--- config.mk ---
export PLATFORM = sky130hd
export DESIGN_NAME = dual_bus_arbiter
export DESIGN_NICKNAME = d
export VERILOG_FILES = /design/src/rtl/dba_pkg.sv /design/src/rtl/dba_mode_ctl.sv /design/src/rtl/dba_pbus_arb.sv /design/src/rtl/dba_rr_pick.sv /design/src/rtl/dba_pci_arb.sv /design/src/rtl/dual_bus_arbiter.sv
export SDC_FILE = /design/constraint.sdc
export NUM_CORES = 1
export LEC_CHECK = 0
export ABC_AREA = 0
export BUFFER_PORTS_ARGS = -buffer_cell sky130_fd_sc_hd__buf_4
export CELL_PAD_IN_SITES_DETAIL_PLACEMENT = 1
export CELL_PAD_IN_SITES_GLOBAL_PLACEMENT = 2
export CORE_MARGIN = 2
export CORE_UTILIZATION = 33
export CTS_BUF_LIST = sky130_fd_sc_hd__clkbuf_4
export CTS_CLUSTER_DIAMETER = 80
export DETAILED_ROUTE_END_ITERATION = 16
export GPL_TIMING_DRIVEN = 0
export PLACE_DENSITY = 0.82
export SLEW_MARGIN = 5
export SYNTH_ARGS = -nofsm -noshare
export SYNTH_HDL_FRONTEND = slang
export SYNTH_SLANG_ARGS = --single-unit
--- constraint.sdc ---
create_clock -name clk -period 3.5 [get_ports clk]
set_clock_uncertainty 0.1 [all_clocks]
set_input_delay 0.7 -clock clk [delete_from_list [all_inputs] [get_ports clk]]
set_output_delay 0.7 -clock clk [all_outputs]
set_load 0.05 [all_outputs]
--- src/rtl/dba_pkg.sv ---
package dba_pkg;
  // Processor-side bus owner encoding
  typedef enum logic [1:0] {
    PO_CPU    = 2'd0,
    PO_BRIDGE = 2'd1,
    PO_DMA    = 2'd2
  } pbus_own_e;
endpackage

--- src/rtl/dba_mode_ctl.sv ---
// Holds the effective arbitration mode; a new mode is latched only when idle.
module dba_mode_ctl (
  input  logic clk,
  input  logic rst_n,
  input  logic mode_req_i,
  input  logic idle_i,
  output logic conc_q_o,
  output logic conc_nxt_o
);
  logic conc_q;
  logic upd_en;

  assign upd_en     = idle_i & (mode_req_i != conc_q);
  assign conc_nxt_o = upd_en ? mode_req_i : conc_q;
  assign conc_q_o   = conc_q;

  always_ff @(posedge clk or negedge rst_n) begin
    if (!rst_n) begin
      conc_q <= 1'b0;
    end else if (upd_en) begin
      conc_q <= mode_req_i;
    end
  end
endmodule

--- src/rtl/dba_pbus_arb.sv ---
// Processor-side arbiter: CPU default owner, DMA ahead of the bridge.
module dba_pbus_arb import dba_pkg::*; (
  input  logic       clk,
  input  logic       rst_n,
  input  logic       cpu_done_i,
  input  logic       dma_req_i,
  input  logic       br_req_i,
  output logic [2:0] gnt_o,          // {dma, bridge, cpu}
  output logic       own_cpu_nxt_o,
  output logic       xfer_o
);
  pbus_own_e own_q, own_d;
  logic      xfer_q, xfer_d;
  logic      upd_en;

  always_comb begin
    own_d = own_q;
    case (own_q)
      PO_CPU: begin
        if (cpu_done_i) begin
          if (dma_req_i)     own_d = PO_DMA;
          else if (br_req_i) own_d = PO_BRIDGE;
        end
      end
      PO_BRIDGE: if (!br_req_i)  own_d = PO_CPU;
      PO_DMA:    if (!dma_req_i) own_d = PO_CPU;
      default:   own_d = PO_CPU;
    endcase
  end

  assign xfer_d = (own_d != own_q);
  assign upd_en = xfer_d | xfer_q;

  always_ff @(posedge clk or negedge rst_n) begin
    if (!rst_n) begin
      own_q  <= PO_CPU;
      xfer_q <= 1'b0;
    end else if (upd_en) begin
      own_q  <= own_d;
      xfer_q <= xfer_d;
    end
  end

  assign gnt_o         = {own_q == PO_DMA, own_q == PO_BRIDGE, own_q == PO_CPU};
  assign own_cpu_nxt_o = (own_d == PO_CPU);
  assign xfer_o        = xfer_q;
endmodule

--- src/rtl/dba_rr_pick.sv ---
// Rotating search: first set request strictly after last_i, wrapping.
module dba_rr_pick #(
  parameter int N  = 6,
  parameter int IW = $clog2(N)
) (
  input  logic [N-1:0]  req_i,
  input  logic [IW-1:0] last_i,
  output logic          found_o,
  output logic [IW-1:0] idx_o
);
  logic [IW-1:0] pos;

  always_comb begin
    found_o = 1'b0;
    idx_o   = '0;
    pos     = '0;
    // scan from farthest to nearest so the nearest hit wins
    for (int k = N; k >= 1; k--) begin
      pos = IW'((int'(last_i) + k) % N);
      if (req_i[pos]) begin
        found_o = 1'b1;
        idx_o   = pos;
      end
    end
  end
endmodule

--- src/rtl/dba_pci_arb.sv ---
// PCI-side arbiter: index 0 is the CPU, index i+1 is external master i.
module dba_pci_arb #(
  parameter int NUM_EXT = 5,
  localparam int NREQ   = NUM_EXT + 1,
  localparam int IW     = $clog2(NREQ)
) (
  input  logic               clk,
  input  logic               rst_n,
  input  logic               cpu_req_i,
  input  logic [NUM_EXT-1:0] ext_req_i,
  input  logic               cpu_ok_i,
  input  logic               ext_ok_i,
  input  logic               park_last_i,
  output logic [NREQ-1:0]    gnt_o
);
  logic [NREQ-1:0] own_q, own_d, mreq, win_vec;
  logic [IW-1:0]   last_q, last_d, win_idx;
  logic            found, hold, upd_en;

  assign mreq = {ext_req_i & {NUM_EXT{ext_ok_i}}, cpu_req_i & cpu_ok_i};
  assign hold = |(own_q & mreq);

  dba_rr_pick #(.N(NREQ), .IW(IW)) u_pick (
    .req_i   (mreq),
    .last_i  (last_q),
    .found_o (found),
    .idx_o   (win_idx)
  );

  for (genvar g = 0; g < NREQ; g++) begin : g_dec
    assign win_vec[g] = (win_idx == IW'(g));
  end

  always_comb begin
    own_d  = own_q;
    last_d = last_q;
    if (!hold) begin
      if (found) begin
        own_d  = win_vec;
        last_d = win_idx;
      end else if (!park_last_i) begin
        own_d    = '0;
        own_d[0] = cpu_ok_i;
      end
    end
  end

  assign upd_en = (own_d != own_q) | (last_d != last_q);

  always_ff @(posedge clk or negedge rst_n) begin
    if (!rst_n) begin
      own_q  <= NREQ'(1);
      last_q <= IW'(NUM_EXT);
    end else if (upd_en) begin
      own_q  <= own_d;
      last_q <= last_d;
    end
  end

  assign gnt_o = own_q;
endmodule

--- src/rtl/dual_bus_arbiter.sv ---
// Two arbiters, optionally interlocked through the host bridge.
module dual_bus_arbiter #(
  parameter int NUM_EXT = 5
) (
  input  logic               clk,
  input  logic               rst_n,
  input  logic               conc_mode_i,
  input  logic               park_last_i,
  input  logic               cpu_cyc_done_i,
  input  logic               dma_req_i,
  input  logic               bridge_req_i,
  input  logic               cpu_pci_req_i,
  input  logic [NUM_EXT-1:0] ext_req_i,
  output logic               pbus_gnt_cpu_o,
  output logic               pbus_gnt_bridge_o,
  output logic               pbus_gnt_dma_o,
  output logic               pbus_xfer_o,
  output logic               pci_gnt_cpu_o,
  output logic [NUM_EXT-1:0] ext_gnt_o
);
  localparam int NREQ = NUM_EXT + 1;

  logic            eff_conc_q, eff_conc_nxt;
  logic            idle, br_req_int, own_cpu_nxt;
  logic            cpu_ok, ext_ok, park_last_eff;
  logic [2:0]      pgnt;
  logic [NREQ-1:0] pci_gnt;

  assign idle = pgnt[0] & ~dma_req_i & ~bridge_req_i & ~cpu_pci_req_i & ~(|ext_req_i);

  dba_mode_ctl u_mode (
    .clk        (clk),
    .rst_n      (rst_n),
    .mode_req_i (conc_mode_i),
    .idle_i     (idle),
    .conc_q_o   (eff_conc_q),
    .conc_nxt_o (eff_conc_nxt)
  );

  // interlock: external PCI traffic must come through the bridge
  assign br_req_int = bridge_req_i | (~eff_conc_q & (|ext_req_i));

  dba_pbus_arb u_pbus (
    .clk           (clk),
    .rst_n         (rst_n),
    .cpu_done_i    (cpu_cyc_done_i),
    .dma_req_i     (dma_req_i),
    .br_req_i      (br_req_int),
    .gnt_o         (pgnt),
    .own_cpu_nxt_o (own_cpu_nxt),
    .xfer_o        (pbus_xfer_o)
  );

  assign cpu_ok        = eff_conc_nxt | own_cpu_nxt;
  assign ext_ok        = eff_conc_nxt | pgnt[1];
  assign park_last_eff = park_last_i & eff_conc_nxt;

  dba_pci_arb #(.NUM_EXT(NUM_EXT)) u_pci (
    .clk         (clk),
    .rst_n       (rst_n),
    .cpu_req_i   (cpu_pci_req_i),
    .ext_req_i   (ext_req_i),
    .cpu_ok_i    (cpu_ok),
    .ext_ok_i    (ext_ok),
    .park_last_i (park_last_eff),
    .gnt_o       (pci_gnt)
  );

  assign pbus_gnt_cpu_o    = pgnt[0];
  assign pbus_gnt_bridge_o = pgnt[1];
  assign pbus_gnt_dma_o    = pgnt[2];
  assign pci_gnt_cpu_o     = pci_gnt[0];
  assign ext_gnt_o         = pci_gnt[NREQ-1:1];
endmodule

# After elaboration in Yosys (flattened, before gate mapping)

Index checks and enable logic that the tools add are counted.

Memories: 0
Memory bits (writable): 0
Output and inout bits: 10
Latch bits: 0
Bits in read-only memories: 0
Register bits after elaboration: 13

Multiplexer cells: 36
Divide/modulo/power cells: 6
Shift operators: 0
Magnitude comparators: 6
Multipliers: 0
Reduce and logical (&&, ||, !) cells: 5
Bitwise operators: 20
Add/sub/neg operators: 6
Eq/ne operators: 11

Operators by type and width:

| kind                  | count |
|---|---|
| $mod 32x4->32 const B | 6 |
| $lt 3x4->1 const B    | 6 |
| $mux 3                | 8 |
| $bmux 1 s3            | 6 |
| $mux 6                | 3 |
| $mux 1                | 13 |
| $add 3x3->4 const B   | 3 |
| $mux 2                | 5 |
| $add 3x2->4 const B   | 2 |
| $and 1x1->1           | 8 |
| $and 6x6->6           | 1 |
| $eq 3x2->1 const B    | 2 |
| $eq 3x3->1 const B    | 2 |
| $ne 6x6->1            | 1 |
| $pmux 2 s3            | 1 |
| $reduce_or 6->1       | 1 |
| $and 5x5->5           | 1 |
| $not 1->1             | 5 |
| $or 1x1->1            | 5 |
| $reduce_or 5->1       | 1 |
| $add 3x1->4 const B   | 1 |
| $logic_not 2->1       | 2 |
| $eq 3x1->1 const B    | 1 |
| $logic_not 3->1       | 1 |
| 5 further kinds       | 5 |

# Depth between registers and ports, before layout

Depth in word-level cells: 23
Mapped depth: 15
Gate-level depth less buffers: 13

# Cells and area by module

A second synthesis with hierarchy kept.

Cell total of the unflattened synthesis: 192
Area total of the unflattened synthesis: 1,651.6 um^2

By module, submodules not included:

| module           | instances | cells an instance | area an instance (um^2) |
|---|---|---|---|
| dba_rr_pick      | 1         | 124               | 922.1 |
| dba_pci_arb      | 1         | 39                | 466.7 |
| dba_pbus_arb     | 1         | 18                | 163.9 |
| dual_bus_arbiter | 1         | 9                 | 58.8 |
| dba_mode_ctl     | 1         | 2                 | 40.0 |

# Least setup slack after synthesis

OpenSTA, ideal clock, no wires.

Path kind: register to register
Start: reg u_pci.last_q[0]
End: reg u_pci.own_q[3] (netlist: u_pci.gnt_o[3])
Stages on the path, launching flop included: 16
Arrival time: 3.572 ns
Period minus slack after synthesis: 3.767 ns
Slack: -0.267 ns
Required time: 3.304 ns
Path through: dfstp_2 > buf_2 > buf_2 > clkinv_1 > ha_1 > xor2_1 > inv_2 > ha_1 > nand2b_1 > o211a_1 > a31oi_1 > a41oi_1 > and2_1 > o21a_1 > o311a_1 > o32ai_2

Cells in the longest elaborated chain, start to end: 15

Ends and longest elaborated chain:

| element                                  | line              | RTL |
|---|---|---|
| start: declaration                       | dba_pci_arb.sv:17 | `logic [IW-1:0] last_q, last_d, win_idx;` |
| start signal: assignment                 | dba_pci_arb.sv:53 | `last_q <= IW'(NUM_EXT);` |
| start signal: assignment                 | dba_pci_arb.sv:56 | `last_q <= last_d;` |
| $add 3x3->4                              | dba_rr_pick.sv:19 | `pos = IW'((int'(last_i) + k) % N);` |
| $mod 32x4->32                            | dba_rr_pick.sv:19 |  |
| $bmux 1 s3                               | dba_rr_pick.sv:20 | `if (req_i[pos]) begin` |
| $mux 1 (not written as such)             | dba_rr_pick.sv:20 |  |
| $mux 3 (6 in series)                     | dba_rr_pick.sv:20 |  |
| $eq 3x1->1, or another cell as far along | dba_pci_arb.sv:31 | `assign win_vec[g] = (win_idx == IW'(g));` |
| $mux 6                                   | dba_pci_arb.sv:38 | `if (found) begin` |
| $mux 6                                   | dba_pci_arb.sv:37 | `if (!hold) begin` |
| $ne 6x6->1                               | dba_pci_arb.sv:48 | `assign upd_en = (own_d != own_q) \| (last_d != last_q);` |
| $or 1x1->1                               | dba_pci_arb.sv:48 |  |
| end signal: assignment                   | dba_pci_arb.sv:55 | `own_q <= own_d;` |
| end: declaration                         | dba_pci_arb.sv:16 | `logic [NREQ-1:0] own_q, own_d, mreq, win_vec;` |

Several ways; a longest one is shown, not always the timed one. The select of a mux whose other input is x is not followed.
A chain may end at the register's enable or synchronous reset.

# Worst setup path in the final report

Start: reg u_pci.last_q[2]
End: reg u_pci.own_q[1] (netlist: u_pci.gnt_o[1])

The elaborated chain is that of the path after synthesis.

==> impl_metrics.toml <==
[worst_setup_path]
critPathMaxFanout = 4
cp.required_ps = 3580
path_cells = "buf_8 > inv_1 > ha_4 > a21o_1 > ha_1 > nand2b_4 > o31a_1 > o221ai_2 > o211ai_1 > and3_4 > o21a_4 > o311a_4 > o32ai_2"
cp-end-kind = "register"
arrival_ps = 3510
path_class = "register to register"
crit_slowest_cell = "dfstp_2"
startpoint_type = "register"
max_stage_delay_ps = 550
ff2ff_setup_slack_ps = 70

[sta]
fmax_ghz = 0.291
relSlewSlack_pct = 54.9
setup_viol = 0
fin_crit_ps = 3430
rsz0062_at_grt = "yes"
post-route-period-util_pct = 98.0
whs_ps = 148
final_hold_viol_count = 0
worst_pin_slew_ps = 670
drv_slew = 0

[finish]
drive_gt1_share_pct = 39.8
area_growth_pct = 39.2
final_util_pct = 47.4
fin_nets = 328
diodes = 0
design_area_um2 = 2790
instances_no_fill = 379

[floorplanning]
pin_count = 23
die_height_um = 82.0
initial_utilization_pct = 34.1
rows = 28
core_area_um2 = 5890
die_area_um2 = 6720
die_w_um = 82.0

[logic_synthesis]
synth_seq_cells = 13
synth_area_um2 = 2010
synth_cell_types = 68
synthTopCellsByArea = "dfrtp_1 (12%), ha_1 (6.2%), a21oi_1 (4.0%)"
synth_top_area_share_pct = 12.5
synthArstFlopShare_pct = 100
ys_warn_count = 0
synth_area_per_cell_um2 = 7.96
synth-edff-count = 0
yosysTopAreaCell = "dfrtp_1"
syn_inst = 252
yosys.cell_count.top_type = "nor2_1"
syn_nets = 275
seq_area_frac_synth_pct = 16.4
synth_common_cells = "nor2_1 (20), inv_1 (18), nand2_1 (17)"
synth_flop_cell = "dfrtp_1"

[clock_tree]
clock_sinks = 13
root_buffer = "clkbuf_4"
cts_tree = "built"
clkTransAtPathRegs_ps = 70
clk_latency_ps = 280
htreeDepth = 1
numCtsBuffers = 3
clk_path_buf_depth = 2

[routing]
drt-total-wl_mm = 7.17
drcViolationCount = 0
vias_per_cell = 5.84
drtIter0Drc = 85
num_vias = 2213
wl_per_cell_um = 18.9
firstDrtPassIters = 4
final_antenna_net_count = 0

[placement]
port_buffers = 22
dp.cells = 349
hpwlAfterDp_mm = 5.33
gp_congestion = 0.810
dpl_cell_area_um2 = 2300

[global_routing]
grt_max_degree = 14
antenna_found_initial = 0
grt_util_all_layers_pct = 22.3
grt.overflow.total = 0
grt_pass1_vias = 2317
grt_pass1_wl_mm = 11.6

[min_path]
hold_path.class = "input pin to asynchronous set/reset pin"

[run]
cap_violations = 0

[outcome]
status = "finished clean"
[layer usage]
layer | share of wire (%) | track usage [%] | wire (µm)
met4 | 2.3 | 6.83 | 165
met5 | 0 | 0 | 0
met2 | 48 | 37.7 | 3420
met1 | 48 | 30.6 | 3460
met3 | 1.8 | 1.10 | 129
[critical path, delay by kind of cell (launching register included)]
kind | cells | cell delay, ps
buffers and inverters | 2 | 160
flip-flops | 1 | 550
AND/OR/NAND/NOR | 2 | 400
AO/OA/AOI/OAI | 7 | 1650
adder cells (fa/ha/maj) | 2 | 470
[area by class of cell]
class	count	area [µm²]
multi-input combinational	206	1770
fill	702	3090
buffer	10	81.3
tap	75	93.8
clock buffer	4	30.0
timing repair buffer	50	392
inverter	21	93.8
sequential	13	330
[metrics by stage]
stage	TNS (ps)	worst slack (ps)
after floorplan	-10.6	-10.6
after global placement	-4080	-559
after detailed placement	-4520	-582
after CTS	0	12.6
after global routing	-260	-55.0
final	0	68.5
[flip-flops by register name (all words and copies together), names as in the netlist]
register         cells
u_mode.conc_q_o      1
u_pbus.own_q         2
u_pbus.xfer_o        1
u_pci.gnt_o          6
u_pci.last_q         3
[what timing repair did]
action / in CTS / in global routing
hold buffers: 0 / 0
setup endpoints to repair: 9 / 9
buffers inserted: 11 / 17
pin swaps: 12 / 20
gates resized for setup: 31 / 15
[layout by cell type (no fill, tap or decap), types with 4 or more instances in the layout]
master / instances
dfrtp_1: 9
a31oi_1: 6
a21oi_1: 15
nand3_1: 9
o21ai_0: 13
o211ai_1: 7
o31ai_1: 4
a211oi_1: 5
clkbuf_4: 4
mux2i_1: 4
nand2_1: 16
nor3_1: 8
ha_4: 4
ha_1: 6
nor2_1: 19
o21a_1: 6
buf_4: 50
o32ai_2: 6
inv_1: 17
buf_6: 4
[worst paths after layout]
check | start | to | cells past startpoint
worst min-delay path | rst_n | u_pbus.own_q[1]$_DFFE_PN0P_ | 1
min in group clk | u_pci.gnt_o[3]$_DFFE_PN0P_ | u_pci.gnt_o[3]$_DFFE_PN0P_ | 2
max in group asynchronous | rst_n | u_pci.last_q[0]$_DFFE_PN1P_ | 1
worst max-delay path | u_pci.last_q[2]$_DFFE_PN1P_ | u_pci.gnt_o[1]$_DFFE_PN0P_ | 13
worst max register to register | u_pci.last_q[2]$_DFFE_PN1P_ | u_pci.gnt_o[1]$_DFFE_PN0P_ | 13
worst min register to register | u_pci.gnt_o[3]$_DFFE_PN0P_ | u_pci.gnt_o[3]$_DFFE_PN0P_ | 2
[cells by family (layout without fill, tap and decap cells)]
| group | count (synthesis) | after routing | share of synthesized area [%] |
|---|---|---|---|
| mux | 8 | 8 | 4.18 |
| simple gates | 85 | 85 | 24.0 |
| compound gates | 99 | 99 | 39.6 |
| xor+xnor | 4 | 4 | 2.12 |
| flops | 13 | 13 | 16.4 |
| buf+inv | 33 | 85 | 7.55 |
| fa+ha+maj | 10 | 10 | 6.24 |
Power is left out: the tool's default activity adds up to more than one toggle a clock period on the data nets, which glitch-free logic cannot reach.
